--- src/rtl/gpio_outctl_pkg.sv ---
package gpio_outctl_pkg;
  typedef enum logic [2:0] {
    A_DIN     = 3'd0,
    A_DOUT    = 3'd1,
    A_MOUT_LO = 3'd2,
    A_MOUT_HI = 3'd3,
    A_DOE     = 3'd4,
    A_MOE_LO  = 3'd5,
    A_MOE_HI  = 3'd6
  } gpio_addr_e;

  typedef struct packed {
    logic full;
    logic lo;
    logic hi;
  } wr_sel_t;
endpackage

--- src/rtl/gpio_shadow_word.sv ---
module gpio_shadow_word
  import gpio_outctl_pkg::*;
#(
  parameter int W = 32
) (
  input  logic         clk_i,
  input  logic         rst_ni,
  input  wr_sel_t      sel_i,
  input  logic [W-1:0] wdata_i,
  output logic [W-1:0] word_o
);
  localparam int H = W / 2;

  logic [W-1:0] word_q, word_d;
  logic [H-1:0] mask, data;

  assign mask = wdata_i[W-1:H];
  assign data = wdata_i[H-1:0];

  for (genvar h = 0; h < 2; h++) begin : g_half
    logic half_sel;
    assign half_sel = (h == 0) ? sel_i.lo : sel_i.hi;
    always_comb begin
      if (sel_i.full)    word_d[h*H +: H] = wdata_i[h*H +: H];
      else if (half_sel) word_d[h*H +: H] = (mask & data) | (~mask & word_q[h*H +: H]);
      else               word_d[h*H +: H] = word_q[h*H +: H];
    end
  end

  always_ff @(posedge clk_i or negedge rst_ni) begin
    if (!rst_ni) word_q <= '0;
    else         word_q <= word_d;
  end

  assign word_o = word_q;

  assert_direct_load_R2: assert property (@(posedge clk_i) disable iff (!rst_ni)
    sel_i.full |=> word_q == $past(wdata_i));

  assert_lo_keeps_hi_R4: assert property (@(posedge clk_i) disable iff (!rst_ni)
    (sel_i.lo && !sel_i.full) |=> word_q[W-1:H] == $past(word_q[W-1:H]));

  assert_lo_unmasked_R4: assert property (@(posedge clk_i) disable iff (!rst_ni)
    (sel_i.lo && !sel_i.full) |=>
      ((word_q[H-1:0] ^ $past(word_q[H-1:0])) & ~$past(wdata_i[W-1:H])) == '0);

  assert_hi_keeps_lo_R5: assert property (@(posedge clk_i) disable iff (!rst_ni)
    (sel_i.hi && !sel_i.full) |=> word_q[H-1:0] == $past(word_q[H-1:0]));

  assert_idle_hold_R9: assert property (@(posedge clk_i) disable iff (!rst_ni)
    !(sel_i.full || sel_i.lo || sel_i.hi) |=> $stable(word_q));
endmodule

--- src/rtl/gpio_in_sample.sv ---
module gpio_in_sample #(
  parameter int W = 32
) (
  input  logic         clk_i,
  input  logic         rst_ni,
  input  logic [W-1:0] out_i,
  input  logic [W-1:0] oe_i,
  input  logic [W-1:0] pin_i,
  output logic [W-1:0] din_o
);
  logic [W-1:0] din_q;

  always_ff @(posedge clk_i or negedge rst_ni) begin
    if (!rst_ni) din_q <= '0;
    else         din_q <= (oe_i & out_i) | (~oe_i & pin_i);
  end

  assign din_o = din_q;

  assert_driven_seen_R8: assert property (@(posedge clk_i) disable iff (!rst_ni)
    1'b1 |=> ((din_o ^ $past(out_i)) & $past(oe_i)) == '0);

  assert_external_seen_R8: assert property (@(posedge clk_i) disable iff (!rst_ni)
    1'b1 |=> ((din_o ^ $past(pin_i)) & ~$past(oe_i)) == '0);
endmodule

--- src/rtl/gpio_outctl.sv ---
module gpio_outctl
  import gpio_outctl_pkg::*;
#(
  parameter int NPINS = 32
) (
  input  logic             clk_i,
  input  logic             rst_ni,
  input  logic             reg_we_i,
  input  logic [2:0]       reg_addr_i,
  input  logic [NPINS-1:0] reg_wdata_i,
  output logic [NPINS-1:0] reg_rdata_o,
  input  logic [NPINS-1:0] gpio_i,
  output logic [NPINS-1:0] gpio_o,
  output logic [NPINS-1:0] gpio_oe_o
);
  localparam int H = NPINS / 2;

  wr_sel_t          out_sel, oe_sel;
  logic [NPINS-1:0] out_w, oe_w, din_w;
  gpio_addr_e       addr;

  assign addr = gpio_addr_e'(reg_addr_i);

  always_comb begin
    out_sel.full = reg_we_i && (addr == A_DOUT);
    out_sel.lo   = reg_we_i && (addr == A_MOUT_LO);
    out_sel.hi   = reg_we_i && (addr == A_MOUT_HI);
    oe_sel.full  = reg_we_i && (addr == A_DOE);
    oe_sel.lo    = reg_we_i && (addr == A_MOE_LO);
    oe_sel.hi    = reg_we_i && (addr == A_MOE_HI);
  end

  gpio_shadow_word #(.W(NPINS)) u_out_word (
    .clk_i, .rst_ni, .sel_i(out_sel), .wdata_i(reg_wdata_i), .word_o(out_w)
  );

  gpio_shadow_word #(.W(NPINS)) u_oe_word (
    .clk_i, .rst_ni, .sel_i(oe_sel), .wdata_i(reg_wdata_i), .word_o(oe_w)
  );

  gpio_in_sample #(.W(NPINS)) u_in_sample (
    .clk_i, .rst_ni, .out_i(out_w), .oe_i(oe_w), .pin_i(gpio_i), .din_o(din_w)
  );

  always_comb begin
    unique case (addr)
      A_DIN:     reg_rdata_o = din_w;
      A_DOUT:    reg_rdata_o = out_w;
      A_MOUT_LO: reg_rdata_o = {{H{1'b0}}, out_w[H-1:0]};
      A_MOUT_HI: reg_rdata_o = {{H{1'b0}}, out_w[NPINS-1:H]};
      A_DOE:     reg_rdata_o = oe_w;
      A_MOE_LO:  reg_rdata_o = {{H{1'b0}}, oe_w[H-1:0]};
      A_MOE_HI:  reg_rdata_o = {{H{1'b0}}, oe_w[NPINS-1:H]};
      default:   reg_rdata_o = '0;
    endcase
  end

  assign gpio_o    = out_w;
  assign gpio_oe_o = oe_w;

  assert_din_write_ignored_R9: assert property (@(posedge clk_i) disable iff (!rst_ni)
    (reg_we_i && reg_addr_i == 3'd0) |=> $stable(gpio_o) && $stable(gpio_oe_o));

  assert_oe_direct_R3: assert property (@(posedge clk_i) disable iff (!rst_ni)
    (reg_we_i && reg_addr_i == 3'd4) |=> gpio_oe_o == $past(reg_wdata_i));
endmodule

--- config.mk ---
export PLATFORM = sky130hd
export DESIGN_NAME = gpio_outctl
export DESIGN_NICKNAME = d
export VERILOG_FILES = /design/src/rtl/gpio_outctl_pkg.sv /design/src/rtl/gpio_shadow_word.sv /design/src/rtl/gpio_in_sample.sv /design/src/rtl/gpio_outctl.sv
export SDC_FILE = /design/constraint.sdc
export NUM_CORES = 1
export LEC_CHECK = 0
export BUFFER_PORTS_ARGS = -buffer_cell sky130_fd_sc_hd__buf_2
export CAP_MARGIN = 20
export CORE_MARGIN = 1
export CORE_UTILIZATION = 45
export DETAILED_ROUTE_END_ITERATION = 8
export GPL_ROUTABILITY_DRIVEN = 0
export PLACE_DENSITY = 0.68
export SLEW_MARGIN = 15
export SYNTH_ARGS = -nofsm -noshare
export SYNTH_HDL_FRONTEND = slang
export SYNTH_HIERARCHICAL = 1
export SYNTH_SLANG_ARGS = --single-unit
export TNS_END_PERCENT = 5
--- constraint.sdc ---
create_clock -name clk_i -period 2.4 [get_ports clk_i]
set_clock_uncertainty 0.1 [all_clocks]
set_input_delay 0.72 -clock clk_i [delete_from_list [all_inputs] [get_ports clk_i]]
set_output_delay 0.72 -clock clk_i [all_outputs]
set_load 0.01 [all_outputs]
==> results.tsv, run 1 <==
stage	metric	value	unit
power_and_ir_drop	Sw Pwr	1.859	mW
floorplan	die area	12970	sq um
critical_path	worst-path maximum fanout	10	
drt	Pre-Repair DR Iteration Count	5	
logic_synthesis	Seq cells post-synth	96	
floorplan	Die X	113.9	microns
drt	initial DRC count	383	
critical_path	Buffers & Inverters on Critical Path	4	
critical_path	critical path's top delay family	buffers and inverters	
logic_synthesis	leading area contributor after synthesis	dfrtp_1	
clocking	Sink Count	96	
timing	final hold viol count	0	
grt	first-pass GRT wire length	27680	microns
outcome	failing checks	setup timing	
logic_synthesis	synth cell count leaders	96 x dfrtp_1, 64 x nand2_1, 55 x a21oi_1	
logic_synthesis	largest family of logic cells by synthesized area	compound AO/OA/AOI/OAI gates	
logic_synthesis	Post-synth EDFFs	0	
logic_synthesis	Synth Flop Type	dfrtp_1	
drt	DR WL/cell	21.09	microns
floorplan	Chip Height	113.9	microns
timing	maximum clock frequency	0.4013	GHz
logic_synthesis	Synth async-reset ratio	100.0	%
power_and_ir_drop	PwrDens	749.1	nW/um^2
clocking	Reg clk slew, reported paths	70	ps
timing	Slew Viols, Final	0	
critical_path	Worst Path Required	1580	ps
cells_and_area	layout cells sized above 1	53.75	%
cells_and_area	nets@finish	759	
critical_path	max incr delay on CP	200	ps
timing	period utilisation layout	103.8	%
placement	DPL Wire Length	12420	microns
power_and_ir_drop	Gate power share	31.3	%
critical_path	critical path's slowest cell	o221ai_4	
clocking	Max clock buf depth	2	
power_and_ir_drop	Max VDD drop	0.4730	mV
floorplan	Starting Density	46.52	%
logic_synthesis	Netlist cell types	35	
power_and_ir_drop	Pleak	3.714	nW
critical_path	CP Cell Sequence	buf_12 > buf_4 > xnor2_4 > buf_12 > o221ai_4 > buf_2	
grt	grt total ovfl	0	
cells_and_area	Layout area overhead	36.26	%
critical_path	crit path kind	in -> out	
outcome	status	complete, but fails checks	
logic_synthesis	register area share after synthesis	42.64	%
clocking	cts hold-fix bufs	0	
power_and_ir_drop	Net Sw Frac	32.32	%
timing	post-route setup TNS	-1222	ps
logic_synthesis	post-synthesis simple-gate area fraction	8.839	%
critical_path	Crit path arrival time	1670	ps
drt	via count	5066	
floorplan	Top Ports	166	
drt	final wirelength	18180	microns
cells_and_area	Diodes inserted	0	
cells_and_area	Final Non-Filler Cells	862	
placement	Port Buffers	165	
logic_synthesis	area share of fa/ha/maj cells after synthesis	0	%
job	max cap viols	0	
clocking	H-tree levels	3	
clocking	CTS root buf	clkbuf_16	
timing	worst setup margin	-92.07	ps
timing	final setup fails	22	
logic_synthesis	area share of xor/xnor cells in the synthesized design	0.2887	%
timing	relative slew slack	64.01	%
clocking	Clock Latency Late Sink	350	ps
grt	gr usage total	28.11	%
min_path	Hold Crit Class	in -> async	
timing	Tmin final	2492	ps
critical_path	most used cell, CP	buf_12	
power_and_ir_drop	clock power share	26.6	%
logic_synthesis	mux contribution to synthesized area	17.52	%
timing	RSZ-0062 raised after global routing	yes	
power_and_ir_drop	Internal Power	3.892	mW
placement	Placed Cells	841	
grt	vias in the first global route	4997	
floorplan	Core ar.	12110	sq um
power_and_ir_drop	total power	5.751	mW
logic_synthesis	most frequent cell after synthesis	dfrtp_1	
clocking	CTS tree	yes	
logic_synthesis	Gate Count Post-Synth	492	
drt	Avg Vias per Cell	5.877	
logic_synthesis	mapped cell area	5634	sq um
clocking	CTS buffer count	9	
critical_path	CP startpoint	reg_addr_i[0]	
floorplan	Rows	40	
logic_synthesis	Mapped Nets	562	
cells_and_area	Core Util, Final	63.39	%
critical_path	CP Launch Type	input port	
logic_synthesis	top cells by area, synth	dfrtp_1 43%, mux2_4 8.5%, a32o_1 5.7%	
critical_path	CP Capture Type	primary output	
timing	worst slew pin tran	539.9	ps
critical_path	r2r setup slk	1360	ps
drt	post-route ant nets	0	
grt	initial antenna violation count	0	
grt	largest net degree at the start of global routing	43	
logic_synthesis	synthesized area per cell	11.45	sq um
placement	pre-CTS setup slack	-221.2	ps
power_and_ir_drop	Reg power frac	42.1	%
logic_synthesis	post-synthesis compound-gate area fraction	24.12	%
logic_synthesis	Yosys top cell area share	42.64	%
logic_synthesis	Yosys Warn Count	6	
drt	DRC	0	
==> per-stage QoR <==
stage                     area, sq um  hold slack (ps)
after global routing             7677            274.2
after CTS                        7547            255.8
after floorplan                  5634            324.4
final                            7677            250.3
after global placement           6924            427.1
after detailed placement         6924            437.6
==> final timing paths <==
path,endpoint,cells past startpoint
worst min register to register,flip-flop,1
worst max-delay path,reg_rdata_o[11],6
max in group asynchronous,asynchronous set/reset pin,2
worst min-delay path,u_in_sample/din_o[30],1
worst max register to register,u_in_sample/din_o[23],1
min in group clk_i,flip-flop,1
==> placed cells by master, fill, tap and decap left out, types with 9 or more instances in the layout <==
cell type / netlist / routed
a21o_1: 32 / 32
a21oi_2: 4 / 13
nand2_1: 64 / 56
buf_12: 2 / 14
buf_2: 16 / 160
a32o_1: 32 / 32
dfrtp_1: 96 / 96
mux2_1: 28 / 28
buf_4: 9 / 43
a32oi_2: 10 / 14
a21oi_1: 55 / 42
mux2_4: 32 / 42
clkbuf_16: 0 / 9
o221ai_2: 11 / 13
buf_6: 15 / 9
nand3_1: 13 / 13
==> power by group through the flow <==
stage          registers [mW]  clock network [mW]  logic (mW)
2_1_floorplan            2.42                   0       0.877
3_3_place_gp             2.39                   0        1.61
3_5_place_dp             2.41                   0        1.64
4_1_cts                  2.40                1.55        1.75
5_1_grt                  2.47                1.61        1.93
6_report                 2.42                1.53        1.80
==> per-layer routing <==
layer,track usage [%],share of wire (%),wire (microns),vias to the layer above
met5,0,0,0,-
met4,10.65,2.7,495,0
met3,4.570,6.4,1169,41
met2,46.59,50,9015,244
met1,37.07,41,7497,2522
li1,-,-,-,2259
==> what timing repair did <==
item / 4_1_cts / 5_1_grt
buffers inserted: 2 / 1
setup endpoints to repair: 32 / 32
cloned: 2 / 0
resized for setup: 53 / 29
pin swaps: 7 / 18
==> final cells by class <==
cell class,count,area [sq um]
timing repair buffer,227,1538
clock inverter,6,83.83
inverter,4,15.01
sequential,96,2402
clock buffer,10,229.0
multi-input combinational,351,3199
tap,168,210.2
fill,1011,4434
==> cells by family after synthesis <==
| logic type | count (synthesis) |
|---|---|
| mux | 77 |
| compound gates | 163 |
| xor+xnor | 1 |
| buf+inv | 46 |
| simple gates | 109 |
| flops | 96 |
(Power assumes the default switching activity.)
==> inputs of run 2 (changes only) <==
--- a/config.mk
+++ b/config.mk
@@ -17,4 +17,3 @@
 export SYNTH_HDL_FRONTEND = slang
 export SYNTH_HIERARCHICAL = 1
 export SYNTH_SLANG_ARGS = --single-unit
-export TNS_END_PERCENT = 5
==> run 2 against run 1 <==
The flow still finishes with violations (setup timing). Core utilization grew 2.1 points. Global-route usage is 0.91 points higher. Non-clock buffer count increased by 11. Maximum frequency shrank 0.11%. Critical path depth unchanged. Flip-flop and latch count is the same. Cell area is 3.2% higher.
==> results.tsv, run 2 (synthesized netlist as in run 1, its figures left out) <==
stage	metric	value	unit	change
drt	post-route ant nets	0		unchanged
min_path	Hold Crit Class	in -> async		
critical_path	most used cell, CP	buf_12		
floorplan	Starting Density	46.52	%	unchanged
drt	WL met3	1283	microns	+9.8%
clocking	Sink Count	96		unchanged
cells_and_area	commonest non-fill, non-tap cell in the layout	buf_2		
drt	final wirelength	19060	microns	+4.8%
critical_path	Crit path arrival time	1670	ps	about the same
critical_path	R2R depth	1		unchanged
clocking	CTS buffer count	9		unchanged
timing	post-route setup TNS	-1142	ps	+79.91 ps
critical_path	crit path kind	in -> out		
placement	DPL Wire Length	12420	microns	unchanged
timing	final hold viol count	0		unchanged
floorplan	Top Ports	166		unchanged
critical_path	critical path's top delay family	buffers and inverters		
critical_path	CP Launch Type	input port		
power_and_ir_drop	Max VDD drop	0.4723	mV	-0.14%
clocking	CTS root buf	clkbuf_16		
cells_and_area	Finished Cell Area	7926	sq um	+3.2%
drt	Pre-Repair DR Iteration Count	5		unchanged
grt	initial antenna violation count	0		unchanged
floorplan	Core ar.	12110	sq um	unchanged
critical_path	max incr delay on CP	200	ps	about the same
outcome	status	complete, but fails checks		
clocking	Max clock buf depth	2		unchanged
cells_and_area	Layout area overhead	40.68	%	
timing	RSZ-0062 raised after global routing	yes		
power_and_ir_drop	total power	5.816	mW	+1.1%
grt	largest net degree at the start of global routing	43		unchanged
timing	final setup fails	16		-27%
floorplan	Chip Height	113.9	microns	unchanged
grt	grt total ovfl	0		unchanged
critical_path	critical path's slowest cell	o221ai_4		
floorplan	die area	12970	sq um	unchanged
timing	maximum clock frequency	0.4009	GHz	-0.11%
cells_and_area	Diodes inserted	0		unchanged
critical_path	CP Capture Type	primary output		
drt	initial DRC count	380		-0.78%
timing	period utilisation layout	103.9	%	+0.11 points
clocking	CTS tree	yes		
critical_path	Crit path depth	6		unchanged
drt	DR top layer	met4		
floorplan	Die X	113.9	microns	unchanged
critical_path	CP startpoint	reg_addr_i[1]		
drt	DR WL/cell	21.83	microns	+3.5%
grt	vias in the first global route	5117		+2.4%
floorplan	Rows	40		unchanged
grt	first-pass GRT wire length	28560	microns	+3.2%
cells_and_area	FILL cells	964		-4.6%
critical_path	r2r setup slk	1330	ps	-30 ps
power_and_ir_drop	PwrDens	733.8	nW/um^2	-2.0%
critical_path	Buffers & Inverters on Critical Path	4		unchanged
cells_and_area	Final Non-Filler Cells	873		+1.3%
job	max cap viols	0		unchanged
cells_and_area	highest-count cells in the layout ignoring fill and taps	160 x buf_2, 96 x dfrtp_1, 61 x nand2_1		
critical_path	worst-path maximum fanout	10		unchanged
drt	via count	5191		+2.5%
timing	worst setup margin	-94.69	ps	-2.621 ps
clocking	Reg clk slew, reported paths	70	ps	about the same
timing	relative slew slack	63.92	%	-0.086 points
timing	Tmin final	2495	ps	+2.621 ps
timing	worst slew pin tran	541.2	ps	+1.285 ps
critical_path	Critical Path End	reg_rdata_o[11]		
cells_and_area	nets@finish	770		+1.4%
critical_path	worst r2r dst	u_in_sample/din_o[23]		
placement	pre-CTS setup slack	-221.2	ps	unchanged
critical_path	CP Cell Sequence	buf_12 > buf_4 > xnor2_4 > buf_12 > o221ai_4 > buf_2		
grt	gr usage total	29.02	%	+0.91 points
outcome	failing checks	setup timing		
power_and_ir_drop	Pleak	3.839	nW	+3.4%
placement	Placed Area	6924	sq um	unchanged
drt	Avg Vias per Cell	5.946		+1.2%
placement	Port Buffers	165		unchanged
clocking	Clock Latency Late Sink	350	ps	about the same
timing	Slew Viols, Final	0		unchanged
clocking	H-tree levels	3		unchanged
placement	Placed Cells	841		unchanged
drt	M1 WL	7757	microns	+3.5%
cells_and_area	layout cells sized above 1	54.18	%	+0.44 points
drt	DRC	0		unchanged
drt	DR WL met2	9683	microns	+7.4%
critical_path	Worst Path Required	1580	ps	about the same
run 2: cell types whose count changed in the layout (fill, tap and decap cells not counted), sizes merged:
cell,before,now
buf,226,236
clkbuf,10,12
bufbuf,1,0
run 2: repair_timing:
item                                    in CTS  in global routing
buffers inserted                             6                  2
gates cloned                                 6                  2
endpoints found under the setup margin      32                 26
resized for setup                           68                 30
hold buffers                                 0                  0
pin swaps                                   17                  7
run 2: cell type report:
cell class | count | area [sq um] | area share [%]
multi-input cells | 351 | 3201 | 40.38
flip-flops and latches | 96 | 2402 | 30.31
clock inverters | 6 | 83.83 | 1.058
inverters | 4 | 22.52 | 0.2841
repair buffers | 238 | 1778 | 22.43
well taps | 168 | 210.2 | 2.652
clock buffers | 10 | 229.0 | 2.889
run 2: per-layer routing:
metal / vias to the layer above / global-route usage (%)
met4: 0 / 11.86
met2: 236 / 47.64
met1: 2643 / 37.38
met3: 29 / 6.164
met5: - / 0
li1: 2283 / -
run 2: worst min path at each step:
| stage | start | slack, ps | to | cells after the start |
|---|---|---|---|---|
| 2_1_floorplan | rst_ni | 320 | u_in_sample/din_o[0] | 0 |
| 3_3_place_gp | flip-flop | 430 | flip-flop | 1 |
| 3_5_place_dp | flip-flop | 440 | flip-flop | 1 |
| 4_1_cts | rst_ni | 260 | u_in_sample/din_o[30] | 1 |
| 5_1_grt | rst_ni | 270 | u_in_sample/din_o[30] | 1 |
| 6_report | rst_ni | 240 | u_in_sample/din_o[30] | 1 |
run 2: where the power goes:
part / switching [mW] / total, mW / internal, mW
combinational: 0.820 / 1.86 / 1.04
clock: 0.627 / 1.54 / 0.910
sequential: 0.436 / 2.42 / 1.99
total: 1.88 / 5.82 / 3.93
run 2: metrics by stage:
| stage | util, % | hold WS [ps] |
|---|---|---|
| 2_1_floorplan | - | 324.4 |
| 3_3_place_gp | 57.17 | 427.1 |
| 3_5_place_dp | 57.17 | 437.6 |
| 4_1_cts | 63.74 | 255.8 |
| 5_1_grt | 65.44 | 274.3 |
| 6_report | 65.44 | 242.3 |
==> inputs of run 3 (changes only) <==
--- a/config.mk
+++ b/config.mk
@@ -11,8 +11,8 @@
 export CORE_UTILIZATION = 45
 export DETAILED_ROUTE_END_ITERATION = 8
 export GPL_ROUTABILITY_DRIVEN = 0
-export PLACE_DENSITY = 0.68
-export SLEW_MARGIN = 15
+export GPL_TIMING_DRIVEN = 0
+export PLACE_DENSITY_LB_ADDON = 0.08
 export SYNTH_ARGS = -nofsm -noshare
 export SYNTH_HDL_FRONTEND = slang
 export SYNTH_HIERARCHICAL = 1
==> run 3 against run 2 <==
First-iteration DRC count rose by 1.1%. Via count up 0.35%. Largest power group unchanged. Sequential share of layout area is 0.28 points higher. The flow still finishes with violations (setup timing). Highest routed layer unchanged. Non-clock buffer count fell by 13. Hold slack gained 0.90 ps.
==> results.tsv, run 3 (synthesized netlist as in run 1, its figures left out) <==
stage	metric	value	unit	change
outcome	status	complete, but fails checks		
outcome	failing checks	setup timing		
cells_and_area	Diodes inserted	0		unchanged
floorplan	die area	12970	sq um	unchanged
job	max cap viols	0		unchanged
cells_and_area	nets@finish	756		-1.8%
clocking	CTS root buf	clkbuf_16		
drt	Pre-Repair DR Iteration Count	5		unchanged
clocking	Clock Latency Late Sink	360	ps	about the same
timing	post-route setup TNS	-1129	ps	+13.69 ps
power_and_ir_drop	Pleak	3.775	nW	-1.7%
floorplan	Rows	40		unchanged
grt	vias in the first global route	5156		+0.76%
floorplan	Starting Density	46.52	%	unchanged
timing	maximum clock frequency	0.4010	GHz	about the same
cells_and_area	layout cells sized above 1	53.69	%	-0.49 points
critical_path	crit path kind	in -> out		
timing	final hold viol count	0		unchanged
timing	worst setup margin	-93.51	ps	+1.177 ps
power_and_ir_drop	PwrDens	744.3	nW/um^2	+1.4%
placement	Placed Cells	825		-1.9%
floorplan	Top Ports	166		unchanged
drt	Avg Vias per Cell	6.064		+2.0%
grt	met1 usage	43.41	%	+6.0 points
critical_path	Crit path arrival time	1670	ps	about the same
floorplan	Die X	113.9	microns	unchanged
critical_path	CP Capture Type	primary output		
clocking	CTS tree	yes		
placement	DPL Wire Length	13210	microns	+6.4%
critical_path	Worst Path Required	1580	ps	about the same
timing	period utilisation layout	103.9	%	about the same
drt	via count	5209		+0.35%
min_path	Hold Crit Class	in -> async		
drt	DRC	0		unchanged
critical_path	CP startpoint	reg_addr_i[1]		
cells_and_area	Finished Cell Area	7854	sq um	-0.92%
clocking	H-tree levels	3		unchanged
cells_and_area	FILL cells	986		+2.3%
clocking	Sink Count	96		unchanged
floorplan	Core ar.	12110	sq um	unchanged
drt	initial DRC count	384		+1.1%
clocking	CTS buffer count	9		unchanged
grt	M3 GR Usage	6.376	%	+0.21 points
critical_path	CP Launch Type	input port		
timing	Tmin final	2494	ps	-1.177 ps
cells_and_area	Layout area overhead	39.40	%	
clocking	cts hold-fix bufs	0		unchanged
critical_path	worst-path maximum fanout	5		-5
drt	final wirelength	20880	microns	+9.5%
timing	worst slew pin tran	550.9	ps	+9.684 ps
placement	Port Buffers	164		-0.61%
grt	most used routing layer	met2		
grt	gr usage total	32.68	%	+3.7 points
drt	DR WL/cell	24.30	microns	+11%
grt	first-pass GRT wire length	30640	microns	+7.3%
grt	largest net degree at the start of global routing	58		+35%
timing	RSZ-0062 raised after global routing	yes		
timing	relative slew slack	63.27	%	-0.65 points
grt	initial antenna violation count	0		unchanged
placement	Placed Area	6695	sq um	-3.3%
grt	GR Layer Usage met2	52.15	%	+4.5 points
grt	grt total ovfl	0		unchanged
clocking	Max clock buf depth	2		unchanged
clocking	Reg clk slew, reported paths	70	ps	about the same
cells_and_area	commonest non-fill, non-tap cell in the layout	buf_2		
power_and_ir_drop	Max VDD drop	0.6049	mV	+28%
timing	Slew Viols, Final	0		unchanged
placement	pre-CTS setup slack	-442.6	ps	-221.5 ps
drt	post-route ant nets	0		unchanged
timing	final setup fails	21		+5
cells_and_area	Final Non-Filler Cells	859		-1.6%
cells_and_area	highest-count cells in the layout ignoring fill and taps	167 x buf_2, 96 x dfrtp_1, 57 x nand2_1		
timing	final hold slack	243.2	ps	+0.9000 ps
floorplan	Chip Height	113.9	microns	unchanged
-- run 3: changes by cell type in the layout (fill, tap and decap cells not counted), sizes merged --
cell	change
buf	-12
clkinvlp	+2
and2	-1
clkinv	-3
-- run 3: timing repair --
action                                  in CTS  in global routing
endpoints found under the setup margin      32                 30
cloned                                       6                  1
setup buffers                               11                  0
pin swaps                                   29                 16
resized for setup                          119                 30
-- run 3: final timing paths --
check / end / slack, ps / cells after the start
max in group asynchronous: u_in_sample/din_o[0] / 1280 / 2
min in group clk_i: flip-flop / 440 / 1
hold / removal: u_in_sample/din_o[22] / 240 / 1
setup reg to reg: u_in_sample/din_o[23] / 1360 / 1
hold reg to reg: flip-flop / 440 / 1
setup / recovery: reg_rdata_o[8] / -90 / 6
-- run 3: area by class of cell --
| type | count | area, sq um | area share (%) |
|---|---|---|---|
| Clock buffer | 11 | 242.7 | 3.091 |
| Clock inverter | 5 | 80.08 | 1.020 |
| Inverter | 4 | 35.03 | 0.4461 |
| Timing Repair Buffer | 183 | 1151 | 14.66 |
| Multi-Input combinational cell | 350 | 3164 | 40.29 |
| Buffer | 42 | 568.0 | 7.233 |
| Sequential cell | 96 | 2402 | 30.59 |
| Tap cell | 168 | 210.2 | 2.676 |
-- run 3: power breakdown --
group / switching [mW] / internal, mW
logic: 0.827 / 1.02
registers: 0.435 / 1.99
clock network: 0.640 / 0.940
total: 1.90 / 3.94
-- run 3: metrics by stage --
step	utilization, %	total power [mW]
after floorplan	-	3.296
after global placement	55.03	3.971
after detailed placement	55.28	4.019
after CTS	63.61	5.781
after global routing	64.85	6.089
final	64.85	5.846
-- run 3: layer usage --
layer | vias to the layer above | wire [microns]
met1 | 2579 | 8542
li1 | 2268 | -
met2 | 308 | 9721
met5 | - | 0
met4 | 0 | 716
met3 | 54 | 1895
-- run 3: worst max-delay path: stages --
cell      delay [ps]
buf_12           120
and2_4           200
buf_12           160
a32oi_2          210
o221ai_2         110
buf_2            150
